[src/rtl/i2c_read_slave.sv]
module i2c_read_slave #(
  parameter logic [6:0] OWN_ADDR = 7'h5A
) (
  input  logic       clk,
  input  logic       rst_n,
  input  logic       scl_i,
  input  logic       sda_i,
  output logic       scl_pull,
  output logic       sda_pull,
  input  logic [7:0] tx_data,
  input  logic       tx_valid,
  output logic       tx_ready
);
  localparam int BYTE_W = 8;
  localparam int CNT_W  = $clog2(BYTE_W) + 1;

  typedef enum logic [2:0] {S_IDLE, S_ADDR, S_AACK, S_LOAD, S_TX, S_MACK} st_t;

  st_t              st;
  logic [1:0]       scl_sync, sda_sync;
  logic             scl_q, sda_q, mack;
  logic [BYTE_W-1:0] sh;
  logic [CNT_W-1:0] cnt;

  wire scl_s     = scl_sync[1];
  wire sda_s     = sda_sync[1];
  wire scl_rise  = scl_s & ~scl_q;
  wire scl_fall  = ~scl_s & scl_q;
  wire start_det = scl_s & scl_q & sda_q & ~sda_s;
  wire stop_det  = scl_s & scl_q & ~sda_q & sda_s;

  always_ff @(posedge clk or negedge rst_n) begin
    if (!rst_n) begin
      scl_sync <= 2'b11;
      sda_sync <= 2'b11;
      scl_q    <= 1'b1;
      sda_q    <= 1'b1;
    end else begin
      scl_sync <= {scl_sync[0], scl_i};
      sda_sync <= {sda_sync[0], sda_i};
      scl_q    <= scl_s;
      sda_q    <= sda_s;
    end
  end

  always_ff @(posedge clk or negedge rst_n) begin
    if (!rst_n) begin
      st       <= S_IDLE;
      sh       <= '0;
      cnt      <= '0;
      mack     <= 1'b1;
      sda_pull <= 1'b0;
    end else if (start_det) begin
      st       <= S_ADDR;
      cnt      <= '0;
      sda_pull <= 1'b0;
    end else if (stop_det) begin
      st       <= S_IDLE;
      sda_pull <= 1'b0;
    end else begin
      case (st)
        S_ADDR:
          if (scl_rise) begin
            sh  <= {sh[BYTE_W-2:0], sda_s};
            cnt <= cnt + 1'b1;
          end else if (scl_fall && cnt == CNT_W'(BYTE_W)) begin
            if (sh == {OWN_ADDR, 1'b1}) begin
              st       <= S_AACK;
              sda_pull <= 1'b1;
            end else begin
              st <= S_IDLE;
            end
          end
        S_AACK:
          if (scl_fall) begin
            st       <= S_LOAD;
            sda_pull <= 1'b0;
          end
        S_LOAD:
          if (tx_valid) begin
            sh       <= tx_data;
            sda_pull <= ~tx_data[BYTE_W-1];
            cnt      <= '0;
            st       <= S_TX;
          end
        S_TX:
          if (scl_fall) begin
            if (cnt == CNT_W'(BYTE_W - 1)) begin
              st       <= S_MACK;
              sda_pull <= 1'b0;
            end else begin
              sh       <= {sh[BYTE_W-2:0], 1'b0};
              sda_pull <= ~sh[BYTE_W-2];
              cnt      <= cnt + 1'b1;
            end
          end
        S_MACK:
          if (scl_rise) mack <= sda_s;
          else if (scl_fall) st <= mack ? S_IDLE : S_LOAD;
        default: st <= S_IDLE;
      endcase
    end
  end

  assign scl_pull = (st == S_LOAD);
  assign tx_ready = (st == S_LOAD);

  assert_sda_edge_R2: assert property (@(posedge clk) disable iff (!rst_n)
    !$stable(sda_pull) |-> !scl_s);

  assert_stretch_hold_R7: assert property (@(posedge clk) disable iff (!rst_n)
    (scl_pull && !tx_valid) |=> scl_pull);

  assert_stretch_exit_R7: assert property (@(posedge clk) disable iff (!rst_n)
    $fell(scl_pull) |-> $past(tx_valid));

  assert_stretch_sda_free_R7: assert property (@(posedge clk) disable iff (!rst_n)
    scl_pull |-> !sda_pull);

  assert_stop_release_R8: assert property (@(posedge clk) disable iff (!rst_n)
    stop_det |=> (!sda_pull && !scl_pull));
endmodule

[config.mk]
export PLATFORM = sky130hd
export DESIGN_NAME = i2c_read_slave
export DESIGN_NICKNAME = d
export VERILOG_FILES = /design/src/rtl/i2c_read_slave.sv
export SDC_FILE = /design/constraint.sdc
export NUM_CORES = 1
export LEC_CHECK = 0
export CAP_MARGIN = 25
export CORE_MARGIN = 3
export CORE_UTILIZATION = 49
export DETAILED_ROUTE_END_ITERATION = 8
export DONT_BUFFER_PORTS = 1
export PLACE_DENSITY = 0.73
export SLEW_MARGIN = 30
export SYNTH_ARGS = -nofsm -noshare
export SYNTH_HDL_FRONTEND = slang
export SYNTH_SLANG_ARGS = --single-unit
[constraint.sdc]
create_clock -name clk -period 2.98 [get_ports clk]
set_clock_uncertainty 0.05 [all_clocks]
set_input_delay 0.447 -clock clk [delete_from_list [all_inputs] [get_ports clk]]
set_output_delay 0.447 -clock clk [all_outputs]
set_load 0.02 [all_outputs]
Word level (Yosys, flattened, before mapping). Index checks and enable logic that the tools add are counted.

Output and inout bits: 3. Bits in latches: 0. Register bits: 23. Memory bits (writable): 0. Memories kept: 0. ROM bits: 0.

Multipliers: 0. Equality and inequality tests: 26. Add/subtract/negate cells: 1. Shifts and indexed selects: 0. Reductions and logical operators: 9. Div/mod/pow operators: 0. Bitwise operators: 15. Multiplexer cells: 35. Magnitude comparators: 0.

Operators by type and width (count): $mux 8 (4); $ne 4x4->1 const B (8); $mux 3 (10); $mux 4 (6); $pmux 8 s3 (1); $pmux 3 s5 (1); $reduce_and 7->1 (2); $pmux 4 s3 (1); $mux 1 (9); $ne 3x3->1 const B (3); $eq 8x8->1 const B (1); $ne 2x2->1 const B (4); $not 1->1 (8); $reduce_and 8->1 (1); $and 1x1->1 (7); $eq 3x2->1 const B (2); $eq 3x3->1 const B (2); $reduce_and 6->1 (1); $reduce_bool 6->1 (1); $add 4x1->4 const B (1); $eq 4x3->1 const B (1); $eq 4x4->1 const B (1); $mux 2 (2); $ne 4x1->1 const B (1); other kinds (8) (8).

Logic depth before layout (Yosys ltp). Gate-level depths: netlist of run 1.

Word-level depth: 8. Depth in mapped cells: 7.

Least setup slack after synthesis of run 1. No wires, ideal clock.

Path kind: register to register. From: register st[0]. To: register st[1]. Stages on the path, launching flop included: 7. Setup slack: 1128 ps. Data required time: 2802 ps. Arrival time: 1675 ps. Path through: dfrtp_1 -> or3b_1 -> buf_6 -> o22a_1 -> o31a_1 -> o21ai_2 -> mux2_1.

Word-level cells in the longest chain between the ends: 4.

RTL lines: start: declaration (RTL line 19) `st_t st;`; start signal: assignment (RTL line 99) `else if (scl_fall) st <= mack ? S_IDLE : S_LOAD;`; $eq 3x3->1 (tied with other cells) (RTL line 61) `case (st)`; $pmux 3 s5 (RTL line 61); $mux 3 (RTL line 57) `end else if (stop_det) begin`; $mux 3 (RTL line 53) `end else if (start_det) begin`.

Parallel ways exist; a longest one is shown, timed or not. A chain may end at the register's enable or synchronous reset.

Final worst setup path of run 1.
From: register st[1]. To: register sh[0].

Word-level cells in the longest chain between the ends: 3.

RTL lines: $eq 3x3->1 (tied with other cells) (RTL line 61); $ne 2x2->1 (no line) (tied with other cells); $reduce_and 7->1 (no line); end signal: assignment (RTL line 64) `sh <= {sh[BYTE_W-2:0], sda_s};`; end signal: assignment (RTL line 81) `sh <= tx_data;`; end signal: assignment (RTL line 92) `sh <= {sh[BYTE_W-2:0], 1'b0};`; end: declaration (RTL line 22) `logic [BYTE_W-1:0] sh;`.

Parallel ways exist; a longest one is shown, timed or not.

==> results of run 1 <==
metal layers:
metal  routed length [um]  vias to the layer above  track usage, %
met5                    0                        -               0
met4                   55                        0            5.70
met3                  152                        8            4.75
met2                 1330                       24            28.2
met1                 1300                      492            23.4
li1                     -                      501               -
placed cells by master (no fill, tap or decap), types with 2 or more instances in the layout:
cell type and n:
a211oi_1 2, a21o_1 2, a21oi_1 9, a21oi_2 4
a31oi_1 3, and4b_1 2, clkbuf_4 3, dfrtp_1 16
dfstp_2 7, ha_1 2, inv_1 4, mux2_2 2
mux2i_1 8, nand2_1 9, nand2b_1 2, nand3_1 2
nand4b_1 2, nor2_1 17, nor2b_1 2, nor3b_1 4
o21ai_0 5, o22a_1 2, or3b_1 2
power groups by stage:
stage	Sequential, mW	Combinational (mW)	Clock, mW
4_1_cts	0.427	0.137	0.148
2_1_floorplan	0.412	0.122	0
5_1_grt	0.439	0.153	0.163
6_report	0.427	0.134	0.142
3_5_place_dp	0.433	0.129	0
3_3_place_gp	0.430	0.124	0
worst max-delay path: cells and delay by family, from the launching register on:
kind | cells | cell delay [ns]
simple gates | 2 | 0.87
mux | 1 | 0.36
compound gates | 1 | 0.29
flops | 1 | 0.55
Yosys cell counts (all sizes together) (3+ instances only):
cell type and instances:
a21oi 13, dfstp 7, dfrtp 16, mux2 3
a31oi 3, nor3b 4, o21ai 6, mux2i 8
nor2 17, buf 9, inv 5, nand2 9
through the flow:
step	power [mW]	hold WS, ns	instance area, um^2
after detailed placement	0.562	0.103	1380
after global routing	0.755	0.0407	1420
after floorplan	0.535	0.101	1410
after CTS	0.712	0.0601	1420
after global placement	0.555	0.102	1380
final	0.702	0.0355	1420
cells by family (layout without fill, tap and decap cells):
group,Yosys count,in the layout,share of synthesized area [%]
buffers and inverters,14,10,6.02
XOR/XNOR,2,2,1.24
AND/OR/NAND/NOR,50,50,21.1
adder cells (fa/ha/maj),2,2,1.77
AO/OA/AOI/OAI,39,39,20.5
multiplexers,11,11,8.06
flip-flops,23,23,41.4
worst max-delay path by stage:
stage	end	slack, ns	depth (start not counted)
after floorplan	st[1]	1.13	6
after global placement	sh[0]	0.86	4
after detailed placement	sh[0]	0.81	4
after CTS	sh[0]	0.77	4
after global routing	sh[0]	0.65	4
final	sh[0]	0.76	4
sequential cells by signal, indices dropped and copies added, names as in the netlist:
signal and cells:
sda_pull 1, mack 1, cnt 4, sda_q 1
sh 8, sda_sync 2, scl_sync 2, scl_q 1
st 3
layout make-up:
class	count	share of cell area (%)
multi-input cells	104	52.5
flip-flops and latches	23	41.3
well taps	30	2.65
clock buffers	3	1.59
inverters	5	1.33
clock inverters	1	0.353
repair buffers	1	0.353
repair_timing:
item | 4_1_cts | 5_1_grt
hold buffers | 1 | 0
hold endpoints to repair | 23 | 0
resized for setup | 0 | 0
==> metrics.txt, run 1 <==
leakage=0.552 nW; first-pass GRT wire length=4740 um; Die ar.=3560 um^2; Pins Over Slew Limit=0; CP cell instances=or3b_1 > nor4_4 > o21ba_4 > mux2_2; Flop pwr share=60.8%; Logic pwr share=19.1%; Critical Path End Type=flip-flop; CTS buffer count=3; Seq/Total Area, Yosys=41.4%; switching part of the total power=30.1%; overall routing resource usage=17.7%; main flop type after synthesis=dfrtp_1; worst setup path startpoint=st[1]; Worst R2R Path Depth=4; synthesized area=1410 um^2; maximum vdd drop=0.341 mV; post-route ant nets=0; via count=1025; Area Overhead vs Synth=0.266%; post-route setup TNS=0 ns; Async SR Flop Fraction=100%; DR pass1 iterations=4; Ant. Diodes=0; CP max-delay cell=or3b_1; Syn Area/Cell=10.0 um^2; Clock Tree Buf Depth=2; number of synthesis warnings=0; number of synthesized flops with an enable pin=0; Worst-path clk slew=0.13 ns; drt wl/cell=17.0 um; CTS root buf=clkbuf_4; DRC errors left=0; fin crit share=74.5%; fraction of layout cells with a size suffix above 1=17.5%; Crit Reg-Reg Startpoint=st[1]; post-CTS setup buffers=0; post-layout util=54.2%; Setup CP Type=reg -> reg; fmax=451 MHz; clock share of power=20.2%; nets=153; status=completed; crit path DAT=2.38 ns; worst slack, placed=0.805 ns; initial antenna violation count=0; area occupied by multi-input gates=743 um^2; worst-path maximum fanout=15; Core Footprint=2610 um^2; Synth top area share=28.3%; routed wire length=2840 um; setup violators final=0; Yosys cell types=49; storage element area=584 um^2; Layout fillers=242; Worst Hold Class=in -> async; post-synthesis net count=156; non-filler cells in the finished layout=167; placed cell count=162; clk_lat worst skew=0.30 ns; Tmin final=2.22 ns; CP Launch Type=flip-flop; Initial Utilization=54.1%; input/output buffers=0; Psw=212 uW; flop2flop setup slack=0.76 ns; final worst setup slack=0.761 ns; synthesized flop and latch total=23; HPWL after DPL=2150 um; CTS H-tree lvls=1; Syn Inst Count=141; IO Pins=16; Worst path max stage delay=0.56 ns; TritonCTS clock tree=yes; RSZ-0062 raised after global routing=no; Final Hold Viols=0; die height=59.7 um; FF-to-FF End=sh[0]; via density per instance=6.14; drt initial violations=56; Worst EP required=3.14 ns; die width=59.7 um; CTS Sinks=23; area leader, netlist=dfrtp_1; grt ovf=0; gp weighted congestion=0.926; vias in the first global route=983; Worst slew margin=66.4%; Std-Cell Rows=18; P_int=491 uW; Max Cap Violations=0; Slew @ Worst Pin=0.504 ns; PwrDens=496 nW/um^2; ranking of synthesized cells by area=dfrtp_1, dfstp_2, mux2i_1; largest net degree at the start of global routing=24
Note: power is estimated with default switching activity, not from simulation.
==> run 2, diff against run 1 <==
--- a/config.mk
+++ b/config.mk
@@ -10,7 +10,7 @@
 export CORE_UTILIZATION = 49
 export DETAILED_ROUTE_END_ITERATION = 8
 export DONT_BUFFER_PORTS = 1
-export PLACE_DENSITY = 0.73
+export PLACE_DENSITY = 0.75
 export SLEW_MARGIN = 30
 export SYNTH_ARGS = -nofsm -noshare
 export SYNTH_HDL_FRONTEND = slang
==> constraint.sdc (replaced) <==
create_clock -name clk -period 1.82 [get_ports clk]
set_clock_uncertainty 0.05 [all_clocks]
set_input_delay 0.273 -clock clk [delete_from_list [all_inputs] [get_ports clk]]
set_output_delay 0.273 -clock clk [all_outputs]
set_load 0.02 [all_outputs]
==> run 2 against run 1 <==
The flow now finishes with violations (negative setup slack); maximum frequency rose by 17%; sequential power grew 70%; wire length is 14% higher; sequential share of layout area is 8.6 points lower; cell count increased by 18%; via count is 14% higher; non-clock buffer count is 30 higher.
==> metrics.txt, run 2 (synthesis results as in run 1) <==
Final Hold Viols=0; Std-Cell Rows=18; Design Area, Final=1790 um^2; Area Overhead vs Synth=26.8%; input/output buffers=0; Worst slew margin=65.8%; PwrDens=732 nW/um^2; DRC errors left=0; CTS H-tree lvls=1; drt initial violations=51; worst slack, placed=-0.0811 ns; drt wl/cell=16.5 um; Logic pwr share=26.8%; CTS buffer count=3; CP cell instances=ha_2 > and3b_2 > nor4_4 > o21ba_4 > mux2_4; grt ovf=0; DR pass1 iterations=4; Pins Over Slew Limit=0; IO Pins=16; Initial Utilization=54.1%; Placed Instance Area=1530 um^2; HPWL after DPL=2150 um; nets=183; Slew @ Worst Pin=0.513 ns; P_int=885 uW; CP delay by family, top=simple AND/OR/NAND/NOR gates; fin crit share=104%; via count=1170; via density per instance=5.94; Clock Tree Buf Depth=2; most frequent cells in the layout=buf_4, dfrtp_1, nor2_1, a21oi_2; overall routing resource usage=17.8%; Ant. Diodes=0; CTS Sinks=23; Worst-path clk slew=0.13 ns; gp weighted congestion=0.847; CP Launch Type=flip-flop; fraction of layout cells with a size suffix above 1=45.5%; die width=59.7 um; setup violators final=11; Worst EP required=1.99 ns; Critical Path End Type=flip-flop; routed wire length=3250 um; worst-path maximum fanout=4; die height=59.7 um; switching part of the total power=32.5%; fmax=526 MHz; Total Power=1.31 mW; commonest non-fill, non-tap cell in the layout=buf_4; status=complete, but fails checks; crit path DAT=2.07 ns; largest net degree at the start of global routing=24; Core Footprint=2610 um^2; Flop pwr share=55.3%; leakage=0.730 nW; Worst Path Buf+Inv=0; vias in the first global route=1068; maximum vdd drop=0.756 mV; Worst path max stage delay=0.44 ns; TritonCTS clock tree=yes; max reg flops=8; post-route ant nets=0; initial antenna violation count=0; Worst Hold Class=in -> reg; Setup CP Type=reg -> reg; Max Cap Violations=0; Largest Register=sh; final worst setup slack=-0.0817 ns; Layout fillers=188; RSZ-0062 raised after global routing=yes; clock share of power=17.9%; biggest regs=sh: 8 flops, cnt: 4 flops, st: 3 flops; Tmin final=1.90 ns; first-pass GRT wire length=4750 um; Psw=426 uW; CTS root buf=clkbuf_4; CP max-delay cell=dfrtp_1; failing checks=negative setup slack; Die ar.=3560 um^2; post-layout util=68.6%; clk_lat worst skew=0.31 ns
-- run 2: changes by cell type in the layout (fill, tap and decap cells not counted), sizes merged --
cell         before  now
buf               1   28
dlygate4sd3       0    3
-- run 2: layout make-up --
type,instances,area (um^2),area share (%)
tap,30,37.5,2.09
clock inverter,1,5.00,0.279
inverter,5,21.3,1.19
clock buffer,3,22.5,1.26
multi-input combinational,104,852,47.6
sequential,23,584,32.6
timing repair buffer,31,269,15.0
-- run 2: power groups by stage --
stage,registers [mW],clock network (mW),logic (mW)
finish,0.725,0.235,0.351
global route,0.734,0.263,0.394
CTS,0.691,0.246,0.272
detailed placement,0.699,0,0.247
global placement,0.691,0,0.236
floorplan,0.675,0,0.200
-- run 2: through the flow --
step	setup TNS, ns	cells	hold WS [ns]
6_report	-0.388	197	0.124
5_1_grt	-1.37	197	0.131
4_1_cts	-0.0859	192	0.109
3_5_place_dp	-0.187	182	-0.0716
3_3_place_gp	-0.141	182	-0.0715
2_1_floorplan	-0.0325	141	-0.0726
-- run 2: repair_timing --
action	4_1_cts	5_1_grt
pin swaps	6	7
resized for setup	11	28
endpoints found under the setup margin	6	18
hold buffers	3	1
endpoints found under the hold margin	25	16
setup buffers	3	5
-- run 2: worst register-to-register path: cells and delay by family (launching register included) --
| family | cells | cell delay (ns) |
|---|---|---|
| and+or+nand+nor | 2 | 0.57 |
| DFF | 1 | 0.44 |
| muxes | 1 | 0.31 |
| AOI/OAI and AO/OA | 1 | 0.24 |
| adders and majority gates | 1 | 0.21 |
-- run 2: final timing paths --
check / from / endpoint / slack [ns] / depth (start not counted)
min in group asynchronous: rst_n / st[1] / 0.40 / 2
worst max-delay path: cnt[1] / sh[0] / -0.08 / 5
worst min register to register: sda_sync[0] / sda_sync[1] / 0.31 / 0
worst max register to register: cnt[1] / sh[0] / -0.08 / 5
worst min-delay path: tx_data[3] / sh[3] / 0.12 / 2
max in group asynchronous: rst_n / sda_sync[0] / 0.95 / 2
-- run 2: metal layers --
metal,vias up,routed length [um],global-route usage (%)
met1,571,1480,23.2
met4,0,33,7.91
met2,28,1650,29.0
met5,-,0,0
li1,567,-,-
met3,4,90,2.59
==> run 3, diff against run 2 <==
--- a/config.mk
+++ b/config.mk
@@ -6,7 +6,7 @@
 export NUM_CORES = 1
 export LEC_CHECK = 0
 export CAP_MARGIN = 25
-export CORE_MARGIN = 3
+export CORE_MARGIN = 2
 export CORE_UTILIZATION = 49
 export DETAILED_ROUTE_END_ITERATION = 8
 export DONT_BUFFER_PORTS = 1
==> run 3 against run 2 <==
The run still ends with negative setup slack left; sequential power decreased by 4.7%; via count grew 2.5%; maximum frequency up 1.2%; wire length up 2.1%; critical path type unchanged; largest power group unchanged.
==> metrics.txt, run 3 (synthesis results as in run 1) <==
Final Hold Viols=0; CP Launch Type=flip-flop; Ant. Diodes=0; most frequent cells in the layout=buf_4, nor2_1, dfrtp_1; grt ovf=0; Std-Cell Rows=19; Initial Utilization=51.2%; CTS root buf=clkbuf_4; clk_lat worst skew=0.30 ns; P_int=852 uW; Slew @ Worst Pin=0.502 ns; metal2 WL=1710 um; flop2flop setup slack=-0.06 ns; Setup CP Type=reg -> reg; PwrDens=668 nW/um^2; Core Footprint=2760 um^2; IO Pins=16; CTS Sinks=23; Worst slew margin=66.6%; maximum vdd drop=0.666 mV; biggest regs=sh: 8 flops, cnt: 4 flops, st: 3 flops; hold_sp=tx_data[2]; Logic pwr share=24.1%; status=complete, but fails checks; FF-to-FF End=cnt[2]; DRC errors left=0; hold endpoint=sh[2]; drt initial violations=39; Critical Path End Type=flip-flop; nets=193; crit path DAT=2.04 ns; DR pass1 iterations=5; Area Overhead vs Synth=29.5%; top sig layer=met4; worst-path maximum fanout=5; via count=1199; met3 wire len=104 um; Largest Register=sh; Worst EP required=1.98 ns; failing checks=negative setup slack; drt wl/cell=15.9 um; hold path depth=2; die width=57.7 um; post-route ant nets=0; Die ar.=3330 um^2; Hold WS=0.122 ns; routed wire length=3320 um; Pins Over Slew Limit=0; setup violators final=5; Tmin final=1.88 ns; first-pass GRT wire length=5240 um; fmax=532 MHz; Worst-path clk slew=0.13 ns; largest net degree at the start of global routing=24; Clock Tree Buf Depth=2; input/output buffers=0; leakage=0.777 nW; vias in the first global route=1134; Crit Reg-Reg Startpoint=scl_sync[1]; CTS H-tree lvls=1; final worst setup slack=-0.0592 ns; Psw=369 uW; HPWL after DPL=2170 um; worst slack, placed=-0.0857 ns; CTS buffer count=3; gp weighted congestion=0.859; initial antenna violation count=0; Worst Hold Class=in -> reg; max reg flops=8; M1 WL=1460 um; TritonCTS clock tree=yes; Flop pwr share=56.5%; die height=57.7 um; commonest non-fill, non-tap cell in the layout=buf_4; switching part of the total power=30.2%; Worst R2R Path Depth=5; Max Cap Violations=0; via density per instance=5.76; overall routing resource usage=20.3%; RSZ-0062 raised after global routing=yes; fin crit share=103%; clock share of power=19.3%; fraction of layout cells with a size suffix above 1=42.4%
## run 3: changes by cell type in the layout (fill, tap and decap cells not counted), sizes merged
cell,before,now
buf,28,38
clkbuf,3,4
clkinv,1,0
## run 3: area by class of cell
cell class	count	area, um^2
repair buffers	41	328
multi-input cells	104	831
fillers	201	928
inverters	5	21.3
well taps	31	38.8
clock buffers	4	26.3
flip-flops and latches	23	584
## run 3: stage by stage
| stage | power (mW) | utilization [%] | instance area (um^2) | setup TNS [ns] | instances |
|---|---|---|---|---|---|
| floorplan | 0.875 | - | 1410 | -0.0325 | 141 |
| CTS | 1.19 | 61.5 | 1700 | -0.0464 | 199 |
| global placement | 0.929 | 56.5 | 1560 | -0.0763 | 186 |
| global route | 1.29 | 66.3 | 1830 | -1.15 | 208 |
| detailed placement | 0.943 | 56.5 | 1560 | -0.176 | 186 |
| finish | 1.22 | 66.3 | 1830 | -0.150 | 208 |
## run 3: worst max-delay path, stage by stage, from the launching register on
cell and delay, ns:
dfstp_2 0.58, or3b_4 0.40, a21oi_4 0.20, a21oi_2 0.07
a21o_1 0.22, a211o_1 0.26
## run 3: repair_timing
action                     4_1_cts  5_1_grt
pin swaps                       10       12
buffers inserted                 6        8
cloned                           0        0
setup endpoints to repair       14       17
resized for setup               11       14
hold endpoints to repair        25       16
hold buffers                     3        1
## run 3: per-layer routing
layer,global-route usage (%),vias up
met3,3.35,6
met2,34.6,24
met1,26.9,589
met4,5.65,0
met5,0,-
li1,-,580
## run 3: worst max path at each step
stage / startpoint / to / slack [ns] / depth (start not counted)
floorplan: st[0] / st[1] / -0.03 / 6
global placement: scl_sync[1] / cnt[2] / -0.04 / 5
detailed placement: scl_sync[1] / cnt[2] / -0.09 / 5
CTS: scl_sync[1] / cnt[2] / -0.03 / 5
global route: scl_sync[1] / cnt[2] / -0.11 / 5
finish: scl_sync[1] / cnt[2] / -0.06 / 5
## run 3: power groups by stage
stage / Sequential, mW / Combinational [mW] / Clock [mW]
6_report: 0.691 / 0.295 / 0.236
5_1_grt: 0.704 / 0.327 / 0.263
4_1_cts: 0.689 / 0.267 / 0.239
3_5_place_dp: 0.697 / 0.246 / 0
3_3_place_gp: 0.691 / 0.238 / 0
2_1_floorplan: 0.675 / 0.200 / 0
